### src/rtl/gpio_port_pkg.sv
// Package: shared register codes for the GPIO port.
// Assumes: a 2-bit register code on the bus.
package gpio_port_pkg;
    typedef enum logic [1:0] {
        RSEL_DATA = 2'd0,
        RSEL_DIR  = 2'd1,
        RSEL_PIN  = 2'd2,
        RSEL_NONE = 2'd3
    } reg_sel_e;

    localparam int unsigned NUM_RW_REGS = 2;
endpackage

### src/rtl/gpio_ctl_regs.sv
// Module: the data and direction registers, with full write plus
// single-bit set and clear. Priority is write, then set, then clear.
// Assumes: register codes from gpio_port_pkg; synchronous active-low reset.
module gpio_ctl_regs
    import gpio_port_pkg::*;
#(
    parameter int unsigned WIDTH = 8,
    parameter int unsigned IDX_W = $clog2(WIDTH)
) (
    input  logic             clk,
    input  logic             rst_n,
    input  logic [1:0]       addr,
    input  logic             wr,
    input  logic [WIDTH-1:0] wdata,
    input  logic             bset,
    input  logic             bclr,
    input  logic [IDX_W-1:0] bidx,
    output logic [WIDTH-1:0] data_q,
    output logic [WIDTH-1:0] dir_q
);
    logic [WIDTH-1:0] bit_mask;
    logic [WIDTH-1:0] reg_q [NUM_RW_REGS];

    // Decode the bit index into a one-hot mask.
    always_comb bit_mask = WIDTH'(1) << bidx;

    for (genvar g = 0; g < NUM_RW_REGS; g++) begin : g_reg
        logic             hit;
        logic [WIDTH-1:0] nxt;

        // Match the bus code against this register's slot.
        always_comb hit = (addr == 2'(g));

        // Select the next value by operation priority.
        always_comb begin
            nxt = reg_q[g];
            if (hit) begin
                if (wr)        nxt = wdata;
                else if (bset) nxt = reg_q[g] | bit_mask;
                else if (bclr) nxt = reg_q[g] & ~bit_mask;
            end
        end

        // Hold the register; clear it on reset.
        always_ff @(posedge clk) begin
            if (!rst_n) reg_q[g] <= '0;
            else        reg_q[g] <= nxt;
        end

        AST_BITOP_ONE_BIT: assert property (@(posedge clk) disable iff (!rst_n)
            (!wr && (bset || bclr)) |=> ($countones(reg_q[g] ^ $past(reg_q[g])) <= 1));
    end

    assign data_q = reg_q[RSEL_DATA];
    assign dir_q  = reg_q[RSEL_DIR];

    AST_PIN_WRITE_IGNORED: assert property (@(posedge clk) disable iff (!rst_n)
        (addr[1] && (wr || bset || bclr)) |=> ($stable(data_q) && $stable(dir_q)));
endmodule

### src/rtl/gpio_in_sync.sv
// Module: a multi-flop synchroniser for asynchronous pad levels, one chain per pin.
// Assumes: STAGES >= 2; the pads are sampled bit by bit with no bus coherence.
module gpio_in_sync #(
    parameter int unsigned WIDTH  = 8,
    parameter int unsigned STAGES = 2
) (
    input  logic             clk,
    input  logic             rst_n,
    input  logic [WIDTH-1:0] async_in,
    output logic [WIDTH-1:0] sync_out
);
    logic [WIDTH-1:0] stage_q [STAGES];

    for (genvar s = 0; s < STAGES; s++) begin : g_stage
        // Shift the pad level one stage down the chain.
        always_ff @(posedge clk) begin
            if (!rst_n)      stage_q[s] <= '0;
            else if (s == 0) stage_q[s] <= async_in;
            else             stage_q[s] <= stage_q[(s == 0) ? 0 : s-1];
        end
    end

    assign sync_out = stage_q[STAGES-1];
endmodule

### src/rtl/gpio_pad_mux.sv
// Module: per-pin pad control, choosing between the registers and a
// peripheral override. Also derives the pull-up enable.
// Assumes: purely combinational; the clock is used only by the checks.
module gpio_pad_mux #(
    parameter int unsigned WIDTH = 8
) (
    input  logic             clk,
    input  logic             rst_n,
    input  logic [WIDTH-1:0] dir_q,
    input  logic [WIDTH-1:0] data_q,
    input  logic             pu_kill,
    input  logic [WIDTH-1:0] alt_en,
    input  logic [WIDTH-1:0] alt_oe,
    input  logic [WIDTH-1:0] alt_out,
    output logic [WIDTH-1:0] pad_oe,
    output logic [WIDTH-1:0] pad_out,
    output logic [WIDTH-1:0] pad_pu
);
    for (genvar n = 0; n < WIDTH; n++) begin : g_pin
        // Pick the owner of the pad driver for this pin.
        always_comb begin
            if (alt_en[n]) begin
                pad_oe[n]  = alt_oe[n];
                pad_out[n] = alt_out[n];
            end else begin
                pad_oe[n]  = dir_q[n];
                pad_out[n] = data_q[n];
            end
        end

        // Pull-up only on a register-owned input pin whose data bit is set.
        always_comb pad_pu[n] = !alt_en[n] && !dir_q[n] && data_q[n] && !pu_kill;
    end

    AST_PU_NOT_WITH_OE: assert property (@(posedge clk) disable iff (!rst_n)
        ((pad_pu & pad_oe) == '0));
    AST_PU_KILL_ALL: assert property (@(posedge clk) disable iff (!rst_n)
        pu_kill |-> (pad_pu == '0));
    AST_ALT_NO_PU: assert property (@(posedge clk) disable iff (!rst_n)
        ((pad_pu & alt_en) == '0));
endmodule

### src/rtl/gpio_port.sv
// Module: top of the GPIO port. It joins the register bank, the input
// synchroniser and the pad multiplexer, and registers the read data.
// Assumes: one bus operation per cycle from a simple master; read data is
// valid one edge after bus_rd.
module gpio_port
    import gpio_port_pkg::*;
#(
    parameter int unsigned WIDTH       = 8,
    parameter int unsigned SYNC_STAGES = 2,
    parameter int unsigned IDX_W       = $clog2(WIDTH)
) (
    input  logic             clk,
    input  logic             rst_n,
    input  logic [1:0]       bus_addr,
    input  logic             bus_wr,
    input  logic             bus_rd,
    input  logic [WIDTH-1:0] bus_wdata,
    input  logic             bus_bset,
    input  logic             bus_bclr,
    input  logic [IDX_W-1:0] bus_bidx,
    output logic [WIDTH-1:0] bus_rdata,
    input  logic             pu_kill,
    input  logic [WIDTH-1:0] alt_en,
    input  logic [WIDTH-1:0] alt_oe,
    input  logic [WIDTH-1:0] alt_out,
    input  logic [WIDTH-1:0] pad_in,
    output logic [WIDTH-1:0] pad_oe,
    output logic [WIDTH-1:0] pad_out,
    output logic [WIDTH-1:0] pad_pu
);
    logic [WIDTH-1:0] data_q;
    logic [WIDTH-1:0] dir_q;
    logic [WIDTH-1:0] pin_sync;
    logic [WIDTH-1:0] rd_mux;

    gpio_ctl_regs #(.WIDTH(WIDTH), .IDX_W(IDX_W)) u_regs (
        .clk(clk), .rst_n(rst_n), .addr(bus_addr), .wr(bus_wr), .wdata(bus_wdata),
        .bset(bus_bset), .bclr(bus_bclr), .bidx(bus_bidx),
        .data_q(data_q), .dir_q(dir_q)
    );

    gpio_in_sync #(.WIDTH(WIDTH), .STAGES(SYNC_STAGES)) u_sync (
        .clk(clk), .rst_n(rst_n), .async_in(pad_in), .sync_out(pin_sync)
    );

    gpio_pad_mux #(.WIDTH(WIDTH)) u_mux (
        .clk(clk), .rst_n(rst_n), .dir_q(dir_q), .data_q(data_q), .pu_kill(pu_kill),
        .alt_en(alt_en), .alt_oe(alt_oe), .alt_out(alt_out),
        .pad_oe(pad_oe), .pad_out(pad_out), .pad_pu(pad_pu)
    );

    // Select the readback source from the register code.
    always_comb begin
        unique case (reg_sel_e'(bus_addr))
            RSEL_DATA: rd_mux = data_q;
            RSEL_DIR:  rd_mux = dir_q;
            RSEL_PIN:  rd_mux = pin_sync;
            default:   rd_mux = '0;
        endcase
    end

    // Capture read data on a read strobe; hold it otherwise.
    always_ff @(posedge clk) begin
        if (!rst_n)      bus_rdata <= '0;
        else if (bus_rd) bus_rdata <= rd_mux;
    end

    AST_RDATA_HOLD: assert property (@(posedge clk) disable iff (!rst_n)
        !bus_rd |=> $stable(bus_rdata));
    AST_UNUSED_READS_ZERO: assert property (@(posedge clk) disable iff (!rst_n)
        (bus_rd && bus_addr == 2'd3) |=> (bus_rdata == '0));
endmodule

### config.mk
export PLATFORM = sky130hd
export DESIGN_NAME = gpio_port
export DESIGN_NICKNAME = d
export VERILOG_FILES = /design/src/rtl/gpio_port_pkg.sv /design/src/rtl/gpio_ctl_regs.sv /design/src/rtl/gpio_in_sync.sv /design/src/rtl/gpio_pad_mux.sv /design/src/rtl/gpio_port.sv
export SDC_FILE = /design/constraint.sdc
export NUM_CORES = 1
export LEC_CHECK = 0
export CAP_MARGIN = 20
export CORE_MARGIN = 3
export CORE_UTILIZATION = 46
export DETAILED_ROUTE_END_ITERATION = 16
export GPL_TIMING_DRIVEN = 0
export MAX_ROUTING_LAYER = met4
export PLACE_DENSITY = 0.85
export SKIP_CTS_REPAIR_TIMING = 1
export SYNTH_ARGS = -nofsm -noshare
export SYNTH_HDL_FRONTEND = slang
export SYNTH_SLANG_ARGS = --single-unit
export TNS_END_PERCENT = 50
### constraint.sdc
create_clock -name clk -period 3.31 [get_ports clk]
set_input_delay 0.4965 -clock clk [delete_from_list [all_inputs] [get_ports clk]]
set_output_delay 0.4965 -clock clk [all_outputs]
set_load 0.05 [all_outputs]
# Word level (Yosys, flattened, before mapping)
# Memories as Yosys holds them, arrays and structs flattened.
# Index checks and enable logic that the tools add are counted.
totals:
  ff_bits: 8
  ram_bits: 32
  inputBits: 52
  mem_count: 2
op_classes:
  n_eq_ne: 2
  shifts: 1
  muxes: 31
  bitwise: 9
  reduce_logical: 42
mem_list:
  columns: ["name", "depth", "width", "read_ports", "rd_clocked_by_memory_dff", "write_ports", "line_no", "text"]
  rows:
  - ["u_regs.reg_q", 2, 8, 2, 0, 2, "gpio_ctl_regs.sv:22", "logic [WIDTH-1:0] reg_q [NUM_RW_REGS];"]
  - ["u_sync.stage_q", 2, 8, 2, 0, 2, "gpio_in_sync.sv:12", "logic [WIDTH-1:0] stage_q [STAGES];"]
ops:
  columns: ["cell", "n"]
  rows:
  - ["8-bit two-way mux", 12]
  - ["1-bit logical AND", 24]
  - ["8-bit case mux with 3 select lines", 1]
  - ["1-bit two-way mux", 18]
  - ["1-bit zero test", 17]
  - ["8-bit bitwise AND", 2]
  - ["8-bit OR", 2]
  - ["8-bit inverter", 1]
  - ["1-bit by 3-bit << shifter with 8-bit output, first input constant", 1]
  - ["1-bit OR", 4]
  - ["2-bit by 1-bit == test with 1-bit output, second input constant", 1]
  - ["2-bit == test, second input constant", 1]
  - ["2-bit zero test", 1]

# Logic depth before layout (Yosys ltp)
# Gate-level depths: netlist of run 1.
logic_depth:
  ltp_word: 8
  ltp_mapped: 5
  depth_no_buf: 3

# Cells and area by module
# From an unflattened synthesis of run 1, not the netlist that was laid out.
hier_totals:
  hier_cells: 210
  hier_area_um2: 2150.8
by_module_without_submodules:
  columns: ["module", "instances", "cells_per_inst", "area_each_um2"]
  rows:
  - ["gpio_ctl_regs", 1, 98, 937.1]
  - ["gpio_port", 1, 54, 455.4]
  - ["gpio_in_sync", 1, 33, 446.7]
  - ["gpio_pad_mux", 1, 25, 311.5]

# Worst setup path before layout of run 1
# OpenSTA, ideal clock, no wires.
synth_timing:
  path_kind: "input to output"
  from: "input port pu_kill"
  to: "output port pad_pu[0]"
  arrival_ns: 2.320
  required_ns: 2.813
  setup_slack_ns: 0.493
  cell_stages: 2
  n_path_buf: 1
  path_cell_list: "clkbuf_1 nor4b_1"
synth_via:
  elab_chain_len: 2
synth_rtl:
  columns: ["item", "line_no", "text"]
  rows:
  - ["from (decl)", "gpio_port.sv:22", "input logic pu_kill,"]
  - ["1-bit zero test", "gpio_pad_mux.sv:32", "always_comb pad_pu[n] = !alt_en[n] && !dir_q[n] && data_q[n] && !pu_kill;"]
  - ["1-bit logical AND", "gpio_pad_mux.sv:32", null]
  - ["to (decl)", "gpio_port.sv:29", "output logic [WIDTH-1:0] pad_pu"]
# Every way passes these cells.

# Final worst setup path of run 1
layout_timing:
  from: "input port alt_en[5]"
  to: "output port pad_pu[5]"
layout_via:
  elab_chain_len: 4
layout_rtl:
  columns: ["item", "line_no", "text"]
  rows:
  - ["from (decl)", "gpio_port.sv:23", "input logic [WIDTH-1:0] alt_en,"]
  - ["1-bit zero test", "gpio_pad_mux.sv:32", null]
  - ["1-bit logical AND (3 in a row)", "gpio_pad_mux.sv:32", null]
# Every way passes these cells.

==> results of run 1 <==
## cell type report
class | instances | area (um2) | share of cell area
buffer | 17 | 90.1 | 0.0299
clock buffer | 6 | 82.6 | 0.0274
clock inverter | 2 | 10.0 | 0.00332
inverter | 5 | 18.8 | 0.00622
multi-input combinational | 151 | 1130 | 0.375
sequential | 40 | 801 | 0.265
tap | 50 | 62.6 | 0.0207
timing repair buffer | 82 | 821 | 0.272
## metrics by stage
stage / util / hold slack [ps] / std cells
after global placement: 0.706 / 415 / 345
after CTS: 0.728 / 440 / 353
final: 0.728 / 434 / 353
after detailed placement: 0.706 / 419 / 345
after floorplan: - / 412 / 213
after global routing: 0.728 / 458 / 353
## logic make-up after synthesis
group,Yosys count,synth area share
buf+inv,22,0.0533
mux,21,0.110
simple gates,69,0.220
compound gates,61,0.224
flops,40,0.392
## worst max-delay path: stages
cell	delay [ps]
sky130_fd_sc_hd__clkdlybuf4s50_1	480
sky130_fd_sc_hd__nor4b_1	290
sky130_fd_sc_hd__clkdlybuf4s50_1	870
## how the worst max path moves through the flow
stage / endpoint / slack, ps / cells after the start
3_5_place_dp: pad_pu[5] / 650 / 3
5_1_grt: pad_pu[4] / 560 / 3
2_1_floorplan: pad_pu[0] / 490 / 2
6_report: pad_pu[5] / 680 / 3
3_3_place_gp: pad_pu[1] / 730 / 3
4_1_cts: pad_pu[5] / 650 / 3
## routing by layer
| layer | global-route usage | routed length (um) | up-vias |
|---|---|---|---|
| li1 | - | - | 984 |
| met4 | 0.0574 | 70 | 0 |
| met1 | 0.301 | 2600 | 992 |
| met5 | - | 0 | - |
| met3 | 0.0427 | 300 | 9 |
| met2 | 0.403 | 3140 | 66 |
## power by group
part	total (uW)	switching, uW	internal, uW
logic	331	181	150
registers	526	18.3	508
clock network	334	168	166
## synth_stat cells, types with 3 or more instances
cell / number / area, um2
sky130_fd_sc_hd__nand2_1: 13 / 48.8
sky130_fd_sc_hd__a311oi_1: 12 / 105
sky130_fd_sc_hd__o21ai_0: 12 / 60.1
sky130_fd_sc_hd__buf_6: 3 / 33.8
sky130_fd_sc_hd__or2_2: 8 / 50.1
sky130_fd_sc_hd__clkbuf_1: 11 / 41.3
sky130_fd_sc_hd__buf_2: 3 / 15.0
sky130_fd_sc_hd__a211oi_1: 12 / 90.1
sky130_fd_sc_hd__o41ai_1: 4 / 35.0
sky130_fd_sc_hd__nand2b_1: 7 / 43.8
sky130_fd_sc_hd__a31oi_1: 8 / 50.1
sky130_fd_sc_hd__mux2_2: 12 / 135
sky130_fd_sc_hd__and2_1: 17 / 106
sky130_fd_sc_hd__dfxtp_1: 40 / 801
sky130_fd_sc_hd__mux2i_1: 9 / 90.1
sky130_fd_sc_hd__o31ai_1: 3 / 22.5
sky130_fd_sc_hd__nor4b_1: 6 / 52.6
sky130_fd_sc_hd__nor2b_1: 3 / 18.8
sky130_fd_sc_hd__inv_1: 5 / 18.8
sky130_fd_sc_hd__o211ai_1: 4 / 30.0
==> summary.json, run 1 <==
{
  "final.setup_skew_ps": 4.45,
  "worst_r2r_path_depth": 3,
  "place.detailed.hpwl_um": 4610,
  "pin_count": 84,
  "rsz_0062_raised_after_global_routing": "no",
  "synth_edf_count": 0,
  "critPathLaunchType": "input port",
  "ys.warnings.count": 0,
  "antenna_violations_before_repair": 0,
  "required_ps": 2810,
  "die_area_um2": 5270,
  "synthToLayoutAreaGrowth_pct": 47.8,
  "power.leakage_uw": 0.00108,
  "firstDrtPassIters": 4,
  "worstSetupStartpoint": "alt_en[5]",
  "detailed_place.area_um2": 2930,
  "final_nets": 354,
  "grt_pass1_vias": 1993,
  "synth_async_sr_flop_share": 0,
  "timing.final.hold_violations": 0,
  "hold_depth": 1,
  "first_pass_grt_wire_length_um": 9710,
  "final-max-slew-violation-count": 0,
  "finalCriticalPeriod_ps": 2630,
  "die-height_um": 72.6,
  "power.ir.vdd_worst_v": 0.000248,
  "critical_path.reg2reg.endpoint": "bus_rdata[1]$_SDFFE_PN0P_",
  "timing.hold.worst_endpoint": "u_sync.stage_q[1][2]$_SDFF_PN0_",
  "max_slew.worst_pin.slew_ps": 703,
  "maxClockFrequency_mhz": 380,
  "timing.setup.tns_ps": 0,
  "route.vias.total": 2051,
  "cts.htree.levels": 2,
  "drc_errors": 0,
  "ys_seq_area_frac": 0.392,
  "min_period_over_period": 0.795,
  "finalSetupViolCount": 0,
  "rows": 23,
  "max_cap_violations": 0,
  "clockRootBuffer": "sky130_fd_sc_hd__clkbuf_8",
  "timing.setup.critical_path_class": "input port to primary output",
  "num-fill-cells": 331,
  "mappedNetlistArea_um2": 2040,
  "gr-total-overflow": 0,
  "critical_path.endpoint_type": "primary output",
  "diodes": 0,
  "synthesis.area_per_instance_um2": 9.59,
  "core_area_um2": 4140,
  "drt_first_iter_violations": 120,
  "crit_arrival_ps": 2140,
  "syn_inst": 213,
  "numClockSinks": 40,
  "drive_gt1_frac": 0.152,
  "cellPowerDensity_nw_per_um2": 395,
  "mostFrequentLayoutCell": "sky130_fd_sc_hd__clkdlybuf4s50_1",
  "layout_common_cells": "sky130_fd_sc_hd__clkdlybuf4s50_1, sky130_fd_sc_hd__dfxtp_1, sky130_fd_sc_hd__and2_1",
  "cts-buffers-inserted": 5,
  "port_buffers": 82,
  "global_route.usage.total": 0.240,
  "finalPower_uw": 1190,
  "last_weighted_congestion_value_of_the_routability_driven_placer": 0.840,
  "final.setup.worst_slack_ps": 678,
  "run_status": "finished clean",
  "biggest_fanout_along_the_worst_timing_path": 3,
  "netlist-cell-type-count": 34,
  "post-place-ws_ps": 655,
  "non_filler_cell_area_final_um2": 3020,
  "tritoncts": "yes",
  "grt_max_degree": 13,
  "die-width_um": 72.6,
  "syn_nets": 265,
  "relSlewSlack": 0.530,
  "ff2ff_setup_slack_ps": 2320,
  "drt-wirelength-per-cell_um": 17.3,
  "wl_um": 6120,
  "cts-root-to-sink-buffers": 2,
  "worstHoldPathType": "flip-flop to flip-flop",
  "worst_setup_hold_path_clk_slew_ps": 80,
  "starting_density": 0.493,
  "beginning_of_the_worst_hold_path": "u_sync.stage_q[0][2]$_SDFF_PN0_",
  "postSynth.topFlopCell": "sky130_fd_sc_hd__dfxtp_1",
  "via_per_inst": 5.81,
  "yosys_register_bits": 40,
  "clk_latency_ps": 290,
  "postRouteAntennaNets": 0
}
(Power assumes the default switching activity.)
==> inputs of run 2 (changes only) <==
--- a/config.mk
+++ b/config.mk
@@ -7,11 +7,11 @@
 export LEC_CHECK = 0
 export CAP_MARGIN = 20
 export CORE_MARGIN = 3
-export CORE_UTILIZATION = 46
+export CORE_UTILIZATION = 39
 export DETAILED_ROUTE_END_ITERATION = 16
 export GPL_TIMING_DRIVEN = 0
 export MAX_ROUTING_LAYER = met4
-export PLACE_DENSITY = 0.85
+export PLACE_DENSITY = 0.77
 export SKIP_CTS_REPAIR_TIMING = 1
 export SYNTH_ARGS = -nofsm -noshare
 export SYNTH_HDL_FRONTEND = slang
==> constraint.sdc (replaced) <==
create_clock -name clk -period 2.2 [get_ports clk]
set_input_delay 0.33 -clock clk [delete_from_list [all_inputs] [get_ports clk]]
set_output_delay 0.33 -clock clk [all_outputs]
set_load 0.05 [all_outputs]
==> summary.json, run 2 (same netlist as run 1, synthesis figures left out) <==
{
  "final.setup.worst_slack": {"value": 59.6, "unit": "ps", "change": "was 678 ps"},
  "drt-wirelength-per-cell": {"value": 15.9, "unit": "um", "change": "was 17.3 um"},
  "critPathLaunchType": {"value": "input port", "change": "unchanged"},
  "finalCriticalPeriod_ps": 2140,
  "timing.setup.critical_path_class": {"value": "input port to primary output", "change": "unchanged"},
  "die_area": {"value": 6140, "unit": "um2", "change": "was 5270 um2"},
  "tritoncts": {"value": "yes", "change": "unchanged"},
  "max_slew.worst_pin.slew": {"value": 668, "unit": "ps", "change": "was 703 ps"},
  "cts-root-to-sink-buffers": {"value": 2, "change": "unchanged"},
  "power.switching_fraction": {"value": 0.296, "change": "was 0.308"},
  "post-place-ws": {"value": -77.6, "unit": "ps", "change": "was 655 ps"},
  "crit_arrival": {"value": 1810, "unit": "ps", "change": "was 2140 ps"},
  "worst_setup_hold_path_clk_slew": {"value": 80, "unit": "ps", "change": "about the same"},
  "die-width": {"value": 78.4, "unit": "um", "change": "was 72.6 um"},
  "final.setup_skew": {"value": 3.08, "unit": "ps", "change": "was 4.45 ps"},
  "first_pass_grt_wire_length": {"value": 9540, "unit": "um", "change": "was 9710 um"},
  "power.leakage": {"value": 0.00142, "unit": "uW", "change": "was 0.00108 uW"},
  "worstHoldPathType": {"value": "flip-flop to flip-flop", "change": "unchanged"},
  "run_status": {"value": "finished clean", "change": "unchanged"},
  "crit_path_cell_trace": {"value": "clkdlybuf4s50_1, nand2_1, o21ai_0, clkdlybuf4s50_1", "change": "was clkdlybuf4s50_1, nor4b_1, clkdlybuf4s50_1"},
  "final-max-slew-violation-count": {"value": 0, "change": "unchanged"},
  "detailed_place.area": {"value": 2950, "unit": "um2", "change": "was 2930 um2"},
  "diodes": {"value": 0, "change": "unchanged"},
  "clockRootBuffer": {"value": "sky130_fd_sc_hd__clkbuf_8", "change": "unchanged"},
  "internal-power": {"value": 1330, "unit": "uW", "change": "was 824 uW"},
  "cellPowerDensity": {"value": 605, "unit": "nW/um2", "change": "was 395 nW/um2"},
  "core_area": {"value": 4880, "unit": "um2", "change": "was 4140 um2"},
  "seqPwrFrac": {"value": 0.419, "change": "was 0.441"},
  "grt_pass1_vias": {"value": 1977, "change": "was 1993"},
  "global_route.usage.total": {"value": 0.198, "change": "was 0.240"},
  "firstDrtPassIters": {"value": 4, "change": "unchanged"},
  "non_filler_cell_area_final": {"value": 3120, "unit": "um2", "change": "was 3020 um2"},
  "gr-total-overflow": {"value": 0, "change": "unchanged"},
  "final_nets": {"value": 354, "change": "unchanged"},
  "power.share.combinational": {"value": 0.260, "change": "was 0.278"},
  "drive_gt1_frac": {"value": 0.152, "change": "unchanged"},
  "cts-buffers-inserted": {"value": 5, "change": "unchanged"},
  "critical_path.endpoint_type": {"value": "primary output", "change": "unchanged"},
  "biggest_fanout_along_the_worst_timing_path": {"value": 5, "change": "was 3"},
  "port_buffers": {"value": 82, "change": "unchanged"},
  "wl": {"value": 5870, "unit": "um", "change": "was 6120 um"},
  "last_weighted_congestion_value_of_the_routability_driven_placer": {"value": 0.828, "change": "was 0.840"},
  "rsz_0062_raised_after_global_routing": {"value": "no", "change": "unchanged"},
  "clk_latency": {"value": 290, "unit": "ps", "change": "about the same"},
  "max_cap_violations": {"value": 0, "change": "unchanged"},
  "cts.htree.levels": {"value": 2, "change": "unchanged"},
  "postRouteAntennaNets": {"value": 0, "change": "unchanged"},
  "synthToLayoutAreaGrowth": {"value": 52.8, "unit": "%", "change": "was 47.8%"},
  "die-height": {"value": 78.4, "unit": "um", "change": "was 72.6 um"},
  "numClockSinks": {"value": 40, "change": "unchanged"},
  "worst_path_most_repeated_cell": {"value": "sky130_fd_sc_hd__clkdlybuf4s50_1", "change": "unchanged"},
  "pin_count": {"value": 84, "change": "unchanged"},
  "crit_family": {"value": "buffers and inverters", "change": "unchanged"},
  "cp_num_buf_inv": {"value": 2, "change": "unchanged"},
  "num-fill-cells": {"value": 421, "change": "was 331"},
  "power.ir.vdd_worst": {"value": 0.000399, "unit": "V", "change": "was 0.000248 V"},
  "cpMaxStageDelayCell": {"value": "sky130_fd_sc_hd__clkdlybuf4s50_1", "change": "unchanged"},
  "power_switching": {"value": 559, "unit": "uW", "change": "was 367 uW"},
  "via_per_inst": {"value": 5.40, "change": "was 5.81"},
  "rows": {"value": 25, "change": "was 23"},
  "mostFrequentLayoutCell": {"value": "sky130_fd_sc_hd__clkdlybuf4s50_1", "change": "unchanged"},
  "drc_errors": {"value": 0, "change": "unchanged"},
  "maxClockFrequency_mhz": 467,
  "required": {"value": 1870, "unit": "ps", "change": "was 2810 ps"},
  "clkPwrFrac": {"value": 0.321, "change": "was 0.281"},
  "route.vias.total": {"value": 1998, "change": "was 2051"},
  "finalSetupViolCount": {"value": 0, "change": "unchanged"},
  "timing.final.hold_violations": {"value": 0, "change": "unchanged"},
  "critical_path.max_stage_delay": {"value": 820, "unit": "ps", "change": "was 870 ps"},
  "relSlewSlack": {"value": 0.553, "change": "was 0.530"},
  "fin_hold_ws": {"value": 437, "unit": "ps", "change": "was 434 ps"},
  "layout_common_cells": {"value": "sky130_fd_sc_hd__clkdlybuf4s50_1, sky130_fd_sc_hd__dfxtp_1, sky130_fd_sc_hd__dlymetal6s2s_1", "change": "was sky130_fd_sc_hd__clkdlybuf4s50_1, sky130_fd_sc_hd__dfxtp_1, sky130_fd_sc_hd__and2_1"},
  "starting_density": {"value": 0.418, "change": "was 0.493"},
  "place.detailed.hpwl": {"value": 4430, "unit": "um", "change": "was 4610 um"},
  "drt_first_iter_violations": {"value": 82, "change": "was 120"},
  "min_period_over_period": 0.973,
  "grt_max_degree": {"value": 15, "change": "was 13"},
  "antenna_violations_before_repair": {"value": 0, "change": "unchanged"}
}
run 2: final timing paths:
path                                    from                               to  slack (ps)  cells past startpoint
max                                alt_en[6]                        pad_oe[6]          60                      4
min          u_sync.stage_q[0][3]$_SDFF_PN0_  u_sync.stage_q[1][3]$_SDFF_PN0_         440                      1
max reg2reg                        flip-flop        bus_rdata[1]$_SDFFE_PN0P_        1190                      3
min reg2reg  u_sync.stage_q[0][3]$_SDFF_PN0_  u_sync.stage_q[1][3]$_SDFF_PN0_         440                      1
run 2: through the flow:
stage / util / power [uW] / instances / TNS, ps
2_1_floorplan: - / 1090 / 213 / -1960
3_3_place_gp: 0.604 / 1290 / 362 / -461
4_1_cts: 0.627 / 1900 / 370 / -694
6_report: 0.639 / 1890 / 370 / 0
3_5_place_dp: 0.604 / 1300 / 362 / -619
5_1_grt: 0.639 / 1970 / 370 / 0
run 2: area by class of cell:
type,count,area [um2],share of cell area
multi-input combinational,151,1130,0.363
timing repair buffer,82,878,0.282
sequential,40,801,0.257
buffer,17,90.1,0.0289
tap,67,83.8,0.0269
clock buffer,5,68.8,0.0221
clock inverter,3,46.3,0.0148
inverter,5,18.8,0.00602
run 2: worst register-to-register path, delay by kind of cell, from the launching register on:
| family | cells | cell delay [ps] |
|---|---|---|
| AO/OA/AOI/OAI | 1 | 160 |
| multiplexers | 1 | 90 |
| AND/OR/NAND/NOR | 1 | 290 |
| flip-flops | 1 | 400 |
run 2: power by group through the flow:
| stage | Clock [uW] | Sequential [uW] | Combinational (uW) |
|---|---|---|---|
| final | 607 | 791 | 490 |
| after global routing | 648 | 795 | 522 |
| after CTS | 614 | 791 | 495 |
| after detailed placement | 0 | 808 | 491 |
| after global placement | 0 | 807 | 486 |
| after floorplan | 0 | 827 | 261 |
run 2: metal layers:
metal / track usage / share of wire / vias to the layer above / wire length [um]
met5: - / 0 / - / 0
met4: 0.0420 / 0.010 / 0 / 61
met3: 0.0436 / 0.063 / 10 / 371
met2: 0.332 / 0.49 / 83 / 2860
met1: 0.247 / 0.44 / 923 / 2580
li1: - / - / 982 / -
